<file path="src/rtl/dr_pkg.sv">
package dr_pkg;
    typedef enum logic [1:0] {
        TX_IDLE = 2'd0,
        TX_SEND = 2'd1,
        TX_RTZ  = 2'd2
    } tx_state_e;

    typedef enum logic {
        RX_FILL  = 1'b0,
        RX_DRAIN = 1'b1
    } rx_state_e;
endpackage

</file>
<file path="src/rtl/dr_encoder.sv">
module dr_encoder #(
    parameter int W = 8
) (
    input  logic         clk,
    input  logic         rst_n,
    input  logic         s_valid,
    output logic         s_ready,
    input  logic [W-1:0] s_data,
    input  logic         en_in,
    output logic [W-1:0] rail0,
    output logic [W-1:0] rail1
);
    import dr_pkg::*;

    typedef struct packed {
        tx_state_e    st;
        logic [W-1:0] r0;
        logic [W-1:0] r1;
    } enc_t;

    enc_t q, d;

    always_comb begin
        d = q;
        case (q.st)
            TX_IDLE: begin
                if (s_valid && en_in) begin
                    d.st = TX_SEND;
                    d.r1 = s_data;
                    d.r0 = ~s_data;
                end
            end
            TX_SEND: begin
                if (!en_in) begin
                    d.st = TX_RTZ;
                    d.r0 = '0;
                    d.r1 = '0;
                end
            end
            TX_RTZ: begin
                if (en_in) d.st = TX_IDLE;
            end
            default: begin
                d.st = TX_IDLE;
                d.r0 = '0;
                d.r1 = '0;
            end
        endcase
    end

    always_ff @(posedge clk or negedge rst_n) begin
        if (!rst_n) begin
            q.st <= TX_IDLE;
            q.r0 <= '0;
            q.r1 <= '0;
        end else begin
            q <= d;
        end
    end

    assign s_ready = (q.st == TX_IDLE) && en_in;
    assign rail0   = q.r0;
    assign rail1   = q.r1;
endmodule

</file>
<file path="src/rtl/dr_stage.sv">
module dr_stage #(
    parameter int W = 8
) (
    input  logic         clk,
    input  logic         rst_n,
    input  logic [W-1:0] in_r0,
    input  logic [W-1:0] in_r1,
    output logic         en_up,
    output logic [W-1:0] out_r0,
    output logic [W-1:0] out_r1,
    input  logic         en_dn
);
    typedef struct packed {
        logic [W-1:0] r0;
        logic [W-1:0] r1;
        logic         en;
    } stg_t;

    stg_t q, d;
    logic held_full, held_empty;
    logic [W-1:0] en_vec;

    assign en_vec     = {W{en_dn}};
    assign held_full  = &(q.r0 | q.r1);
    assign held_empty = ~|(q.r0 | q.r1);

    always_comb begin
        d = q;
        // per-rail Muller element: set on input and enable, clear on neither
        d.r0 = (in_r0 & en_vec) | (q.r0 & (in_r0 | en_vec));
        d.r1 = (in_r1 & en_vec) | (q.r1 & (in_r1 | en_vec));
        // completion with hysteresis drives the upstream enable
        if (held_full)       d.en = 1'b0;
        else if (held_empty) d.en = 1'b1;
    end

    always_ff @(posedge clk or negedge rst_n) begin
        if (!rst_n) begin
            q.r0 <= '0;
            q.r1 <= '0;
            q.en <= 1'b1;
        end else begin
            q <= d;
        end
    end

    assign out_r0 = q.r0;
    assign out_r1 = q.r1;
    assign en_up  = q.en;
endmodule

</file>
<file path="src/rtl/dr_decoder.sv">
module dr_decoder #(
    parameter int W = 8
) (
    input  logic         clk,
    input  logic         rst_n,
    input  logic [W-1:0] rail0,
    input  logic [W-1:0] rail1,
    output logic         en_out,
    output logic         m_valid,
    input  logic         m_ready,
    output logic [W-1:0] m_data,
    output logic         err
);
    import dr_pkg::*;

    typedef struct packed {
        rx_state_e    st;
        logic         en;
        logic         vld;
        logic [W-1:0] dat;
        logic         err;
    } dec_t;

    dec_t q, d;
    logic word_full, word_empty, bad_pair, consume;

    assign word_full  = &(rail0 ^ rail1);
    assign word_empty = ~|(rail0 | rail1);
    assign bad_pair   = |(rail0 & rail1);
    assign consume    = q.vld && m_ready;

    always_comb begin
        d     = q;
        d.err = bad_pair;
        if (consume) d.vld = 1'b0;
        case (q.st)
            RX_FILL: begin
                if (word_full) begin
                    d.st  = RX_DRAIN;
                    d.vld = 1'b1;
                    d.dat = rail1;
                    d.en  = 1'b0;
                end
            end
            RX_DRAIN: begin
                if (word_empty && (!q.vld || consume)) begin
                    d.st = RX_FILL;
                    d.en = 1'b1;
                end
            end
            default: begin
                d.st = RX_FILL;
                d.en = 1'b1;
            end
        endcase
    end

    always_ff @(posedge clk or negedge rst_n) begin
        if (!rst_n) begin
            q.st  <= RX_FILL;
            q.en  <= 1'b1;
            q.vld <= 1'b0;
            q.dat <= '0;
            q.err <= 1'b0;
        end else begin
            q <= d;
        end
    end

    assign en_out  = q.en;
    assign m_valid = q.vld;
    assign m_data  = q.dat;
    assign err     = q.err;
endmodule

</file>
<file path="src/rtl/dr_bridge.sv">
module dr_bridge #(
    parameter int W      = 8,
    parameter int STAGES = 3
) (
    input  logic         clk,
    input  logic         rst_n,
    input  logic         s_valid,
    output logic         s_ready,
    input  logic [W-1:0] s_data,
    output logic [W-1:0] tx_rail0,
    output logic [W-1:0] tx_rail1,
    input  logic         tx_en,
    input  logic [W-1:0] rx_rail0,
    input  logic [W-1:0] rx_rail1,
    output logic         rx_en,
    output logic         m_valid,
    input  logic         m_ready,
    output logic [W-1:0] m_data,
    output logic         rx_err
);
    localparam int NODES = STAGES + 1;

    logic [W-1:0] c_r0 [NODES];
    logic [W-1:0] c_r1 [NODES];
    logic         c_en [NODES];

    dr_encoder #(.W(W)) u_enc (
        .clk     (clk),
        .rst_n   (rst_n),
        .s_valid (s_valid),
        .s_ready (s_ready),
        .s_data  (s_data),
        .en_in   (c_en[0]),
        .rail0   (c_r0[0]),
        .rail1   (c_r1[0])
    );

    for (genvar i = 0; i < STAGES; i++) begin : g_chain
        dr_stage #(.W(W)) u_stg (
            .clk    (clk),
            .rst_n  (rst_n),
            .in_r0  (c_r0[i]),
            .in_r1  (c_r1[i]),
            .en_up  (c_en[i]),
            .out_r0 (c_r0[i+1]),
            .out_r1 (c_r1[i+1]),
            .en_dn  (c_en[i+1])
        );
    end

    assign c_en[STAGES] = tx_en;
    assign tx_rail0     = c_r0[STAGES];
    assign tx_rail1     = c_r1[STAGES];

    dr_decoder #(.W(W)) u_dec (
        .clk     (clk),
        .rst_n   (rst_n),
        .rail0   (rx_rail0),
        .rail1   (rx_rail1),
        .en_out  (rx_en),
        .m_valid (m_valid),
        .m_ready (m_ready),
        .m_data  (m_data),
        .err     (rx_err)
    );
endmodule

</file>
<file path="config.mk">
export PLATFORM = sky130hd
export DESIGN_NAME = dr_bridge
export DESIGN_NICKNAME = d
export VERILOG_FILES = /design/src/rtl/dr_pkg.sv /design/src/rtl/dr_encoder.sv /design/src/rtl/dr_stage.sv /design/src/rtl/dr_decoder.sv /design/src/rtl/dr_bridge.sv
export SDC_FILE = /design/constraint.sdc
export NUM_CORES = 1
export LEC_CHECK = 0
export CORE_AREA = 2 2 86 88
export CTS_BUF_LIST = sky130_fd_sc_hd__clkbuf_8 sky130_fd_sc_hd__clkbuf_16
export DETAILED_ROUTE_END_ITERATION = 6
export DIE_AREA = 0 0 88 90
export PLACE_DENSITY_LB_ADDON = 0.1
export SYNTH_ARGS = -nofsm -noshare
export SYNTH_HDL_FRONTEND = slang
export SYNTH_SLANG_ARGS = --single-unit
</file>
<file path="constraint.sdc">
create_clock -name clk -period 1.9 [get_ports clk]
set_input_delay 0.38 -clock clk [delete_from_list [all_inputs] [get_ports clk]]
set_output_delay 0.38 -clock clk [all_outputs]
set_load 0.02 [all_outputs]
</file>
==> impl_metrics.json <==
{
  "status": "completed",
  "synth_edf_count": 0,
  "synth_top_area_share_pct": 52.2,
  "cts.path.max_buffers": 2,
  "cp.required_ns": 2.13,
  "start_kind": "primary input",
  "ys_seq_elements": 81,
  "root_buffer": "clkbuf_8",
  "post_cts_buffers": 0,
  "initial_utilization_pct": 52.5,
  "coreArea_sq_um": 7020,
  "hold_viol_final": 0,
  "netlist_instances": 294,
  "timing.hold.ws_ns": 0.443,
  "grt_pass1_vias": 2253,
  "dieArea_sq_um": 7920,
  "maxSlewViolCount": 0,
  "yosysUniqueCellTypes": 29,
  "num_antenna_cells": 0,
  "dp_slack_ns": -0.349,
  "gp_congestion": 0.793,
  "final_cells": 454,
  "drt_iter0_markers": 83,
  "vias": 2319,
  "drive_gt1_share_pct": 20.0,
  "internal-power_w": 0.00338,
  "layout_min_cycle_time_ns": 1.85,
  "crit_fanout": 4,
  "grt_max_degree": 46,
  "leakage_nw": 2.05,
  "dp.cells": 437,
  "wl_per_cell_microns": 14.6,
  "worst_pin_slew_ns": 0.544,
  "top_usage_layer": "met1",
  "crit_start": "rx_rail0[6]",
  "p_clk_share_pct": 27.5,
  "p_sw_share_pct": 28.9,
  "globalRouteMet2Util_pct": 25.8,
  "grt_usage_pct": 18.3,
  "vias_per_cell": 5.11,
  "cts_tree": "built",
  "crit_arrival_ns": 2.08,
  "antenna_found_initial": 0,
  "yosys.area.top_type": "dfrtp_1",
  "p_switching_w": 0.00137,
  "first_pass_iters": 4,
  "cts_num_sinks": 81,
  "clk_latency_ns": 0.34,
  "avgSynthCellArea_sq_um": 12.5,
  "wirelength_microns": 6640,
  "dieHeight_microns": 90,
  "rr_startpoint": "u_enc.q[17]$_DFFE_PN0P_",
  "power_density_nw_per_um2": 1050,
  "end_kind": "register",
  "grt_use_met3_pct": 4.78,
  "worst_slack_ns": 0.0500,
  "htree_levels": 3,
  "syn_nets": 339,
  "rsz0062_at_grt": "no",
  "finalSetupViolCount": 0,
  "grt_pass1_wl_microns": 11300,
  "fin_crit_sh_pct": 97.4,
  "yosysSeqAreaShare_pct": 55.1,
  "combPwrFrac_pct": 19.0,
  "drc": 0,
  "final_nets": 395,
  "critPathKind": "primary input to register",
  "synth_ff_type": "dfrtp_1",
  "grt-ovfl-total": 0,
  "fp.dieW_microns": 88,
  "maxCapViolations": 0,
  "ys_top_cells_by_area": "dfrtp_1 52%, maj3_1 13%, ha_1 5.4%",
  "path_clk_slew_ns": 0.08,
  "max_slew_margin_pct": 63.7,
  "power_frac_seq_pct": 53.5,
  "synth_area_sq_um": 3690,
  "ir_drop_mv": 0.635,
  "final_antenna_net_count": 0,
  "io_pins": 57,
  "port_buffers": 56,
  "finClkSkew_ns": 0.00766,
  "max_freq_mhz": 541,
  "cts-buffers-inserted": 9,
  "grtUsageMet1_pct": 28.1,
  "hpwl_microns": 4940,
  "syn_to_final_growth_pct": 23.0,
  "rows": 31,
  "min_path_type": "primary input to asynchronous set/reset pin",
  "yosys_warnings": 0,
  "synthArstFlopShare_pct": 100
}
==> path summary, 6_finish.rpt <==
| path | end | slack (ns) | cells after the start |
|---|---|---|---|
| worst max register to register | u_enc.rail1[7]$_DFFE_PN0P_ | 0.52 | 3 |
| worst min register to register | u_dec.en_out$_DFFE_PN1P_ | 0.46 | 2 |
| min in group clk | u_dec.en_out$_DFFE_PN1P_ | 0.46 | 2 |
| worst max-delay path | u_dec.m_data[7]$_DFFE_PN0P_ | 0.05 | 7 |
| max in group asynchronous | g_chain[2].u_stg.en_up$_DFFE_PN1P_ | 0.91 | 3 |
| worst min-delay path | u_enc.rail1[5]$_DFFE_PN0P_ | 0.44 | 2 |
==> power by group through the flow <==
stage / sequential (W) / clock [W] / combinational, W
global route: 0.00261 / 0.00141 / 0.00101
CTS: 0.00254 / 0.00134 / 0.000919
detailed placement: 0.00257 / 0 / 0.000923
finish: 0.00254 / 0.00131 / 0.000903
global placement: 0.00256 / 0 / 0.000892
floorplan: 0.00241 / 0 / 0.000719
==> Yosys cell counts (all sizes together) (2+ instances only) <==
cell type	n
dfstp	4
ha	16
and2	8
mux2	8
o22ai	12
nor4	18
clkbuf	3
nand4	3
maj3	48
nand2	2
inv	19
a41oi	3
dfrtp	77
buf	32
nor2	15
a31o	16
==> layer usage <==
layer  vias up  part of all wire (%)
met2        51                    44
met4         0                   1.3
met5         -                     0
met1      1112                    51
met3        10                   3.5
li1       1146                     -
==> flip-flops by register name, indices dropped and copies added (netlist names) <==
signal,cells
u_dec.err,1
g_chain.u_stg.out_r0,24
u_dec.en_out,1
u_dec.m_data,8
g_chain.u_stg.out_r1,24
u_enc.q,2
u_dec.m_valid,1
u_enc.rail0,8
u_dec.q,1
u_enc.rail1,8
g_chain.u_stg.en_up,3
==> through the flow <==
step	total power (W)	util [%]	instance area (sq um)	setup TNS, ns
after floorplan	0.00313	-	3690	0
after global placement	0.00345	61.4	4310	-2.89
after detailed placement	0.00349	61.4	4310	-3.25
after CTS	0.00480	64.6	4530	0
after global routing	0.00503	64.6	4540	0
final	0.00475	64.6	4540	0
==> logic make-up after synthesis <==
kind of cell | count (synthesis) | synth area share [%]
mux | 8 | 2.44
fa+ha+maj | 64 | 18.5
simple gates | 53 | 8.24
xor+xnor | 1 | 0.237
buf+inv | 54 | 8.55
flops | 81 | 55.1
compound gates | 33 | 6.99
==> worst max-delay path: stages <==
cell and delay (ns):
clkdlybuf4s50_1 0.49, inv_1 0.05, ha_1 0.28, inv_1 0.05
nor4_2 0.29, buf_4 0.20, mux2_2 0.33
==> final cells by class <==
class / count / area (sq um)
Clock buffer: 11 / 151
Clock inverter: 5 / 62.6
Fill cell: 555 / 2480
Inverter: 19 / 71.3
Multi-Input combinational cell: 159 / 1340
Sequential cell: 81 / 2030
Tap cell: 99 / 124
Timing Repair Buffer: 80 / 754
==> layout by cell type (no fill, tap or decap) <==
master and instances:
clkbuf_8 11, nand2_1 2, dlygate4sd3_1 1, buf_4 23, dlymetal6s2s_1 1, ha_1 16
buf_12 1, dfstp_2 4, nor4_1 17, mux2_2 8, nor3_1 1, and4bb_2 1
a41oi_1 3, o22ai_1 12, nand4_1 3, o2bb2ai_1 1, nor4_2 1, dfrtp_1 77
maj3_1 48, nand3_1 1, a31o_2 16, dlygate4sd2_1 1, xnor2_1 1, inv_1 19
or2_2 1, and2_1 8, o21bai_1 1, inv_6 1, clkinv_4 1, nor2b_1 1
nand2b_1 1, clkinvlp_4 2, nand4bb_1 1, nor2_1 15, clkdlybuf4s50_1 53, bufinv_16 1
==> repair_timing <==
action                                 4_1_cts  5_1_grt
endpoints found under the hold margin       15        0
setup endpoints to repair                    1        9
pin swaps                                    0        1
hold buffers                                 1        0
resized for setup                            1        1
Power figures use the tool's default switching activity.
